### config.mk
export PLATFORM = sky130hd
export DESIGN_NAME = flip_sync
export DESIGN_NICKNAME = d
export VERILOG_FILES = /design/src/rtl/flip_sync_pkg.sv /design/src/rtl/flip_wrap.sv /design/src/rtl/flip_stall_ctl.sv /design/src/rtl/flip_surface_reg.sv /design/src/rtl/flip_sync.sv
export SDC_FILE = /design/constraint.sdc
export NUM_CORES = 1
export LEC_CHECK = 0
export BUFFER_PORTS_ARGS = -buffer_cell sky130_fd_sc_hd__buf_2
export CAP_MARGIN = 15
export CORE_ASPECT_RATIO = 1.2
export CORE_MARGIN = 2
export CORE_UTILIZATION = 51
export DETAILED_ROUTE_END_ITERATION = 8
export PLACE_DENSITY = 0.8
export REMOVE_ABC_BUFFERS = 1
export SETUP_SLACK_MARGIN = 0.2
export SYNTH_ARGS = -nofsm -noshare
export SYNTH_HDL_FRONTEND = slang
export SYNTH_SLANG_ARGS = --single-unit
### constraint.sdc
create_clock -name clk -period 6.38 [get_ports clk]
set_input_delay 1.276 -clock clk [delete_from_list [all_inputs] [get_ports clk]]
set_output_delay 1.276 -clock clk [all_outputs]
set_load 0.1 [all_outputs]
### src/rtl/flip_sync_pkg.sv
package flip_sync_pkg;
    localparam int WORD_W  = 32;
    localparam int IDX_W   = 3;
    localparam int WR_LSB  = 20;
    localparam int RD_LSB  = 24;
    localparam int MOD_LSB = 28;
    localparam int OP_W    = 3;
    localparam int INC_RD_BIT = 1;

    typedef enum logic [OP_W-1:0] {
        OP_NOP     = 3'd0,
        OP_SET_RD  = 3'd1,
        OP_SET_WR  = 3'd2,
        OP_SET_MOD = 3'd3,
        OP_INC_WR  = 3'd4,
        OP_STALL   = 3'd5
    } cmd_op_e;

    typedef struct packed {
        logic [IDX_W-1:0] rd;
        logic [IDX_W-1:0] wr;
        logic [IDX_W-1:0] md;
    } idx_set_t;

    typedef struct packed {
        logic set_rd;
        logic set_wr;
        logic set_md;
        logic inc_wr;
        logic stall;
    } cmd_dec_t;

    function automatic idx_set_t split_word(input logic [WORD_W-1:0] w);
        idx_set_t s;
        s.rd = w[RD_LSB  +: IDX_W];
        s.wr = w[WR_LSB  +: IDX_W];
        s.md = w[MOD_LSB +: IDX_W];
        return s;
    endfunction

    function automatic cmd_dec_t decode_cmd(input logic fire, input logic [OP_W-1:0] op);
        cmd_dec_t d;
        d = '0;
        if (fire) begin
            case (op)
                OP_SET_RD:  d.set_rd = 1'b1;
                OP_SET_WR:  d.set_wr = 1'b1;
                OP_SET_MOD: d.set_md = 1'b1;
                OP_INC_WR:  d.inc_wr = 1'b1;
                OP_STALL:   d.stall  = 1'b1;
                default:    d = '0;
            endcase
        end
        return d;
    endfunction
endpackage

### src/rtl/flip_wrap.sv
module flip_wrap #(
    parameter int W = 3
) (
    input  logic         clk,
    input  logic         rst,
    input  logic [W-1:0] idx_i,
    input  logic [W-1:0] mod_i,
    output logic [W-1:0] idx_o
);
    logic [W-1:0] eff_mod;
    logic [W:0]   bumped;
    logic [W:0]   rem;

    always_comb begin
        eff_mod = (mod_i == '0) ? W'(1) : mod_i;
        bumped  = {1'b0, idx_i} + (W+1)'(1);
        rem     = bumped % {1'b0, eff_mod};
        idx_o   = rem[W-1:0];
    end

    // wrapped result always below the effective modulo
    p_wrap_in_range_r3: assert property (@(posedge clk) disable iff (rst)
        (idx_o < eff_mod) && ((mod_i == '0) -> (idx_o == '0)));
endmodule

### src/rtl/flip_stall_ctl.sv
module flip_stall_ctl #(
    parameter int W = 3
) (
    input  logic         clk,
    input  logic         rst,
    input  logic         stall_fire,
    input  logic [W-1:0] rd_i,
    input  logic [W-1:0] wr_i,
    output logic         busy_o,
    output logic         flush_o
);
    logic waiting_q;
    logic caught_up;

    assign caught_up = (rd_i == wr_i);
    assign busy_o    = waiting_q && !caught_up;

    always_ff @(posedge clk) begin
        if (rst) begin
            waiting_q <= 1'b0;
            flush_o   <= 1'b0;
        end else begin
            flush_o <= stall_fire;
            if (stall_fire)
                waiting_q <= 1'b1;
            else if (caught_up)
                waiting_q <= 1'b0;
        end
    end

    // a flush pulse is always the echo of an accepted stall
    p_flush_follows_stall_r6: assert property (@(posedge clk) disable iff (rst)
        flush_o |-> $past(stall_fire));

    // busy only drops once the indices agree
    p_release_on_match_r8: assert property (@(posedge clk) disable iff (rst)
        $fell(busy_o) |-> (rd_i == wr_i));
endmodule

### src/rtl/flip_surface_reg.sv
module flip_surface_reg
    import flip_sync_pkg::*;
(
    input  logic              clk,
    input  logic              rst,
    input  cmd_dec_t          dec,
    input  logic [IDX_W-1:0]  param,
    input  logic              inc_rd,
    input  logic [IDX_W-1:0]  rd_next,
    input  logic [IDX_W-1:0]  wr_next,
    input  logic              word_we,
    input  logic [WORD_W-1:0] word_in,
    output logic [WORD_W-1:0] word_q
);
    logic [WORD_W-1:0] word_d;

    always_comb begin
        word_d = word_q;
        if (dec.set_md)
            word_d[MOD_LSB +: IDX_W] = param;
        if (dec.set_wr)
            word_d[WR_LSB +: IDX_W] = param;
        else if (dec.inc_wr)
            word_d[WR_LSB +: IDX_W] = wr_next;
        if (dec.set_rd)
            word_d[RD_LSB +: IDX_W] = param;
        else if (inc_rd)
            word_d[RD_LSB +: IDX_W] = rd_next;
        if (word_we)
            word_d = word_in;
    end

    always_ff @(posedge clk) begin
        if (rst)
            word_q <= '0;
        else
            word_q <= word_d;
    end

    // set-write lands in the write field when no word write collides
    p_set_write_r2: assert property (@(posedge clk) disable iff (rst)
        (dec.set_wr && !word_we) |=> (word_q[WR_LSB +: IDX_W] == $past(param)));

    // whole-word write is taken verbatim
    p_word_write_r9: assert property (@(posedge clk) disable iff (rst)
        word_we |=> (word_q == $past(word_in)));
endmodule

### src/rtl/flip_sync.sv
module flip_sync
    import flip_sync_pkg::*;
(
    input  logic              clk,
    input  logic              rst,
    input  logic              cmd_valid,
    input  logic [OP_W-1:0]   cmd_op,
    input  logic [IDX_W-1:0]  cmd_param,
    output logic              cmd_ready,
    input  logic              reg_wr_en,
    input  logic              reg_sel,
    input  logic [WORD_W-1:0] reg_wdata,
    output logic [WORD_W-1:0] surf_word,
    output logic              stall_busy,
    output logic              flush_pulse
);
    idx_set_t         cur;
    cmd_dec_t         dec;
    logic             fire;
    logic             inc_rd;
    logic             word_we;
    logic [IDX_W-1:0] rd_next;
    logic [IDX_W-1:0] wr_next;

    assign cur       = split_word(surf_word);
    assign cmd_ready = !stall_busy;
    assign fire      = cmd_valid && cmd_ready;
    assign dec       = decode_cmd(fire, cmd_op);
    assign word_we   = reg_wr_en && !reg_sel;
    assign inc_rd    = reg_wr_en && reg_sel && reg_wdata[INC_RD_BIT];

    flip_wrap #(.W(IDX_W)) u_wrap_rd (
        .clk(clk), .rst(rst), .idx_i(cur.rd), .mod_i(cur.md), .idx_o(rd_next)
    );

    flip_wrap #(.W(IDX_W)) u_wrap_wr (
        .clk(clk), .rst(rst), .idx_i(cur.wr), .mod_i(cur.md), .idx_o(wr_next)
    );

    flip_surface_reg u_surf (
        .clk(clk), .rst(rst), .dec(dec), .param(cmd_param),
        .inc_rd(inc_rd), .rd_next(rd_next), .wr_next(wr_next),
        .word_we(word_we), .word_in(reg_wdata), .word_q(surf_word)
    );

    flip_stall_ctl #(.W(IDX_W)) u_stall (
        .clk(clk), .rst(rst), .stall_fire(dec.stall),
        .rd_i(cur.rd), .wr_i(cur.wr),
        .busy_o(stall_busy), .flush_o(flush_pulse)
    );

    // a refused command leaves the word alone
    p_ignored_while_busy_r7: assert property (@(posedge clk) disable iff (rst)
        (cmd_valid && !cmd_ready && !reg_wr_en) |=> $stable(surf_word));
endmodule

Word level (Yosys, flattened, before mapping)
Index checks and enable logic that the tools add are counted.
{"block": "totals", "reg_bits": 34, "in_bits": 43}
{"block": "op_classes", "n_addsub": 2, "div_mod_pow": 2, "eq_ne": 6, "mux": 15, "reduce_logical": 13}
{"op": "$mux 31", "n": 1}
{"op": "$mux 3", "n": 6}
{"op": "$add 3x1->4 const B", "n": 2}
{"op": "$mod 4x3->4", "n": 2}
{"op": "$mux 1", "n": 7}
{"op": "$eq 3x2->1 const B", "n": 2}
{"op": "$eq 3x3->1 const B", "n": 2}
{"op": "$reduce_bool 3->1", "n": 2}
{"op": "$logic_and 1x1->1", "n": 5}
{"op": "$mux 5", "n": 1}
{"op": "$reduce_bool 2->1", "n": 2}
{"op": "$eq 3x1->1 const B", "n": 1}
{"op": "$eq 3x3->1", "n": 1}
{"op": "$logic_not 1->1", "n": 3}
{"op": "$logic_not 3->1", "n": 1}

Logic depth before layout (Yosys ltp)
{"block": "logic_depth", "word_depth": 9, "mapped_depth": 23, "ltp_nobuf": 22}

By module
A second synthesis with hierarchy kept.
{"block": "unflattened", "cells_unflattened": 253, "hier_area_um2": 2461.1}
{"module": "flip_surface_reg", "n_inst": 1, "cells_each": 127, "area_each_um2": 1336.3, "seq_area_each_um2": 640.6}
{"module": "flip_wrap", "n_inst": 2, "cells_each": 52, "area_each_um2": 465.4, "seq_area_each_um2": 0.0}
{"module": "flip_stall_ctl", "n_inst": 1, "cells_each": 11, "area_each_um2": 100.1, "seq_area_each_um2": 40.0}
{"module": "flip_sync", "n_inst": 1, "cells_each": 11, "area_each_um2": 93.8, "seq_area_each_um2": 0.0}

Worst setup path before layout
No wires, ideal clock.
{"block": "synth_timing", "path_kind": "flip-flop to flip-flop", "start": "register u_surf.word_q[30]", "end": "register u_surf.word_q[24]", "arrival_time_ns": 5.313, "required_time_ns": 6.308, "setup_slack_ns": 0.995, "stages_incl_launch_ff": 23, "period_less_slack_ns": 5.385, "cell_sequence": "dfxtp_1 -> clkbuf_1 -> nor2_1 -> nor2_1 -> ha_1 -> nor3b_1 -> a2bb2oi_1 -> ha_1 -> o21ai_1 -> a21oi_1 -> mux2i_1 -> ha_1 -> o21a_1 -> o21a_1 -> nand2b_1 -> mux2i_1 -> fa_1 -> a21o_1 -> a21oi_1 -> nand3_1 -> o21a_1 -> mux2_1 -> a21oi_1"}
{"block": "synth_between", "elab_chain_cells": 6}
{"item": "from (decl)", "line": "flip_surface_reg.sv:13", "source": "output logic [WORD_W-1:0] word_q"}
{"item": "from (signal assigned)", "line": "flip_surface_reg.sv:37", "source": "word_q <= word_d;"}
{"item": "$logic_not 3->1", "line": "flip_wrap.sv:15", "source": "eff_mod = (mod_i == '0) ? W'(1) : mod_i;"}
{"item": "$mux 3 (*)", "line": "flip_wrap.sv:15"}
{"item": "$mod 4x3->4 (*)", "line": "flip_wrap.sv:17", "source": "rem = bumped % {1'b0, eff_mod};"}
{"item": "$mux 3 (*)", "line": "flip_surface_reg.sv:27", "source": "else if (inc_rd)"}
{"item": "$mux 3 (*)", "line": "flip_surface_reg.sv:25", "source": "if (dec.set_rd)"}
{"item": "$mux 31 (*)", "line": "flip_surface_reg.sv:29", "source": "if (word_we)"}
Mark *: on every way between the ends. The rest lies on a longest branch, timed or not. The select of a mux whose other input is x is not followed.
A chain may end at the register's enable or synchronous reset.

Final worst setup path
{"block": "layout_timing", "start": "register u_surf.word_q[30]", "end": "register u_surf.word_q[20]"}
{"block": "layout_between", "elab_chain_cells": 6}
{"item": "$logic_not 3->1", "line": "flip_wrap.sv:15"}
{"item": "$mux 3 (*)", "line": "flip_wrap.sv:15"}
{"item": "$mod 4x3->4 (*)", "line": "flip_wrap.sv:17"}
{"item": "$mux 3 (*)", "line": "flip_surface_reg.sv:23", "source": "else if (dec.inc_wr)"}
{"item": "$mux 3 (*)", "line": "flip_surface_reg.sv:21", "source": "if (dec.set_wr)"}
{"item": "$mux 31 (*)", "line": "flip_surface_reg.sv:29"}
Marks and branches as above.

==> flow_summary_export.csv <==
group,metric,value,unit
outcome,status,"complete, no violations",
yosys,syn_area,2360,um2
worst_setup_path,cp_cell_sequence,"nor2_1 -> nor2_1 -> ha_1 -> o2bb2ai_1 -> inv_1 -> ha_1 -> o21ai_1 -> a21oi_1 -> mux2i_1 -> ha_1 -> a41oi_1 -> o21ai_1 -> nor2_1 -> a21oi_1 -> fa_1 -> a21o_1 -> a21oi_1 -> o21ai_0 -> nand2_1 -> nor2_1 -> a2111oi_2",
clock_tree,htreeDepth,2,
drt,wl_per_cell,13.7,um
drt,via_count,2398,
yosys,synth_top_area_share,0.288,
clock_tree,clock_latency,0.29,ns
clock_tree,holdBufCountCts,0,
pwr,seq_power_share,0.263,
floorplan,ios,78,
clock_tree,cts-root-buf,"clkbuf_8",
yosys,ys_seq_area_frac,0.288,
clock_tree,clk_path_buf_depth,2,
yosys,syn_inst,302,
sta,fin_crit_sh,0.815,
sta,slew_headroom,0.570,
floorplan,die-area,5190,um2
worst_hold_path,hold_path_class,"flop to flop",
pwr,p_switching,424,uW
worst_setup_path,cp_slowest_stage_delay,0.51,ns
drt,route.detailed.drc,0,
yosys,synth_fa_ha_area_frac,0.155,
floorplan,die-width,66.1,um
placement,portBuffers,77,
job,maxCapViolCount,0,
sta,final-hold-violation-count,0,
clock_tree,cts.sinks,34,
pwr,peakVddDrop,195,uV
yosys,synth_cell_type_count,49,
drt,drt_iter0_drc,105,
sta,rsz0062_at_grt,"no",
pwr,p_int,504,uW
yosys,avgSynthCellArea,7.82,um2
clock_tree,cts.clk_slew.worst_paths,0.07,ns
pwr,power_density,323,nW/um2
yosys,synth_top_family_by_area,"compound AO/OA/AOI/OAI gates",
drt,dr.pass1.iters,4,
floorplan,rows,27,
placement,placed_cell_area,2780,um2
layout,final_cell_area,2880,um2
worst_setup_path,critPathLaunchType,"flop",
global_route,antenna_found_initial,0,
yosys,synthTopCellsByArea,"dfxtp_1 29%, ha_1 14%, nand2_1 9.5%",
global_route,grt_overflow,0,
worst_setup_path,worstSetupEndpointType,"flop",
worst_setup_path,worstSetupPathType,"flop to flop",
yosys,yosys.area.top_type,"dfxtp_1",
yosys,yosys_warnings,0,
clock_tree,cts_tree,"done",
drt,drt-total-wl,5970,um
layout,fillCellCount,428,
pwr,leakagePower,1.38,nW
yosys,ys_ff_latch,34,
clock_tree,cts_made_buffers,5,
drt,ant_nets,0,
sta,slew_violations,0,
floorplan,coreArea,4530,um2
global_route,grt_start_max_net_pins,36,
global_route,grt_pass1_vias,2245,
pwr,p_sw_frac,0.457,
worst_setup_path,critPathBufInv,1,
clock_tree,cts_setup_buffers,0,
worst_setup_path,path_common_cell,"nor2_1",
pwr,pwr-share-comb,0.562,
sta,min_period,5.20,ns
placement,routabilityCongestion,0.941,
global_route,grt_pass1_wl,9680,um
layout,area_growth,21.8,%
global_route,grtUsageTotal,0.236,
clock_tree,cts_resized,0,
worst_setup_path,crit_path_max_fanout,10,
worst_setup_path,slowest_stage,"dfxtp_1",
worst_setup_path,cp.depth,21,
sta,finalSetupTns,0,ns
worst_setup_path,cpLargestDelayFamily,"compound AO/OA/AOI/OAI gates",
sta,fin_skew,0.00632,ns
worst_hold_path,hold-path-cell-count,2,
yosys,muxShareOfSynthArea,0.0355,
layout,layout-drive-gt1-share,0.245,
yosys,synth-edff-count,0,
yosys,synth-async-reset-ratio,0,
pwr,finalPower,928,uW
worst_setup_path,worstPathRequired,6.56,ns
sta,worstMarginPinSlew,0.645,ns
yosys,synthXorXnorAreaFrac,0.0371,
yosys,synthSimpleGateAreaFrac,0.211,
floorplan,dieHeight,78.5,um
layout,final_cells,434,
worst_setup_path,worst-r2r-cell-count,21,
pwr,p_clk_frac,0.175,
layout,final_common_cell,"buf_2",
layout,antenna_cells,0,
floorplan,initial_core_util,0.522,
layout,nets,446,
placement,place_hpwl,4650,um
yosys,synthFlopType,"dfxtp_1",
yosys,synth-compound-area-share,0.222,
sta,setup_viol,0,
worst_setup_path,cp.arrival,5.38,ns
sta,max_freq,192,MHz
placement,dp_cells,426,
layout,final_cell_mix,"77 x buf_2, 60 x nand2_1, 39 x a21oi_1",
drt,vias_per_cell,5.53,
-- power groups by stage --
stage	clock network (mW)	registers (mW)	logic [mW]
detailed placement	0	0.249	0.517
CTS	0.166	0.244	0.520
global route	0.176	0.247	0.571
floorplan	0	0.343	0.320
global placement	0	0.249	0.500
finish	0.162	0.245	0.522
-- synthesized netlist by cell type, types with 3 or more instances --
master	n
a21oi_1	39
inv_1	18
nor2b_1	5
dfxtp_1	34
o21ai_1	6
clkbuf_1	12
a21o_1	3
mux2i_1	5
a41oi_1	4
nand2_1	60
o211ai_1	3
nor3b_1	3
ha_1	26
nand3_1	6
and3_1	3
nor3_1	4
a31oi_1	3
xnor2_1	5
nor2_1	18
o21ai_0	5
xor2_1	5
o21a_1	3
-- registers in the layout (all words and copies together), names as in the netlist --
| signal | cells |
|---|---|
| u_surf.word_q | 32 |
| u_stall.waiting_q | 1 |
| u_stall.flush_o | 1 |
-- stage by stage --
step / hold slack, ns / util / setup slack, ns
floorplan: 0.753 / - / 1.10
global placement: 0.439 / 0.615 / 1.45
detailed placement: 0.443 / 0.615 / 1.31
CTS: 0.452 / 0.635 / 1.28
global route: 0.480 / 0.635 / 0.743
finish: 0.451 / 0.635 / 1.18
-- final cells by class --
| type | count | area, um2 | share of cell area |
|---|---|---|---|
| clock buffer | 7 | 86.3 | 0.0300 |
| clock inverter | 1 | 5.00 | 0.00174 |
| inverter | 18 | 67.6 | 0.0235 |
| multi-input combinational | 237 | 1560 | 0.544 |
| sequential | 34 | 681 | 0.237 |
| tap | 58 | 72.6 | 0.0252 |
| timing repair buffer | 79 | 400 | 0.139 |
-- logic make-up (layout without fill, tap and decap cells) --
family,count (synthesis),after routing
xor gates and xnor gates,10,10
DFF,34,34
and+or+nand+nor,110,110
AOI/OAI and AO/OA,81,81
buffers and inverters,31,105
adders and majority gates,28,28
muxes,8,8
-- tightest hold or removal path: cells and delay by family (launching register included) --
kind	cells	cell delay (ns)
flip-flops	1	0.31
AND/OR/NAND/NOR	1	0.05
AO/OA/AOI/OAI	1	0.05
-- worst paths after layout --
kind	start	end	slack (ns)
setup reg to reg	u_surf.word_q[30]	u_surf.word_q[20]	1.18
hold reg to reg	u_surf.word_q[0]	u_surf.word_q[0]	0.45
hold / removal	u_surf.word_q[0]	u_surf.word_q[0]	0.45
setup / recovery	u_surf.word_q[30]	u_surf.word_q[20]	1.18
-- metal layers --
| metal | track usage | wire length (um) | vias to the layer above |
|---|---|---|---|
| met2 | 0.434 | 2880 | 94 |
| met4 | 0.112 | 184 | 0 |
| met3 | 0.0387 | 386 | 16 |
| met5 | 0 | 0 | - |
| li1 | - | - | 1199 |
| met1 | 0.253 | 2510 | 1089 |
(Power assumes the default switching activity.)
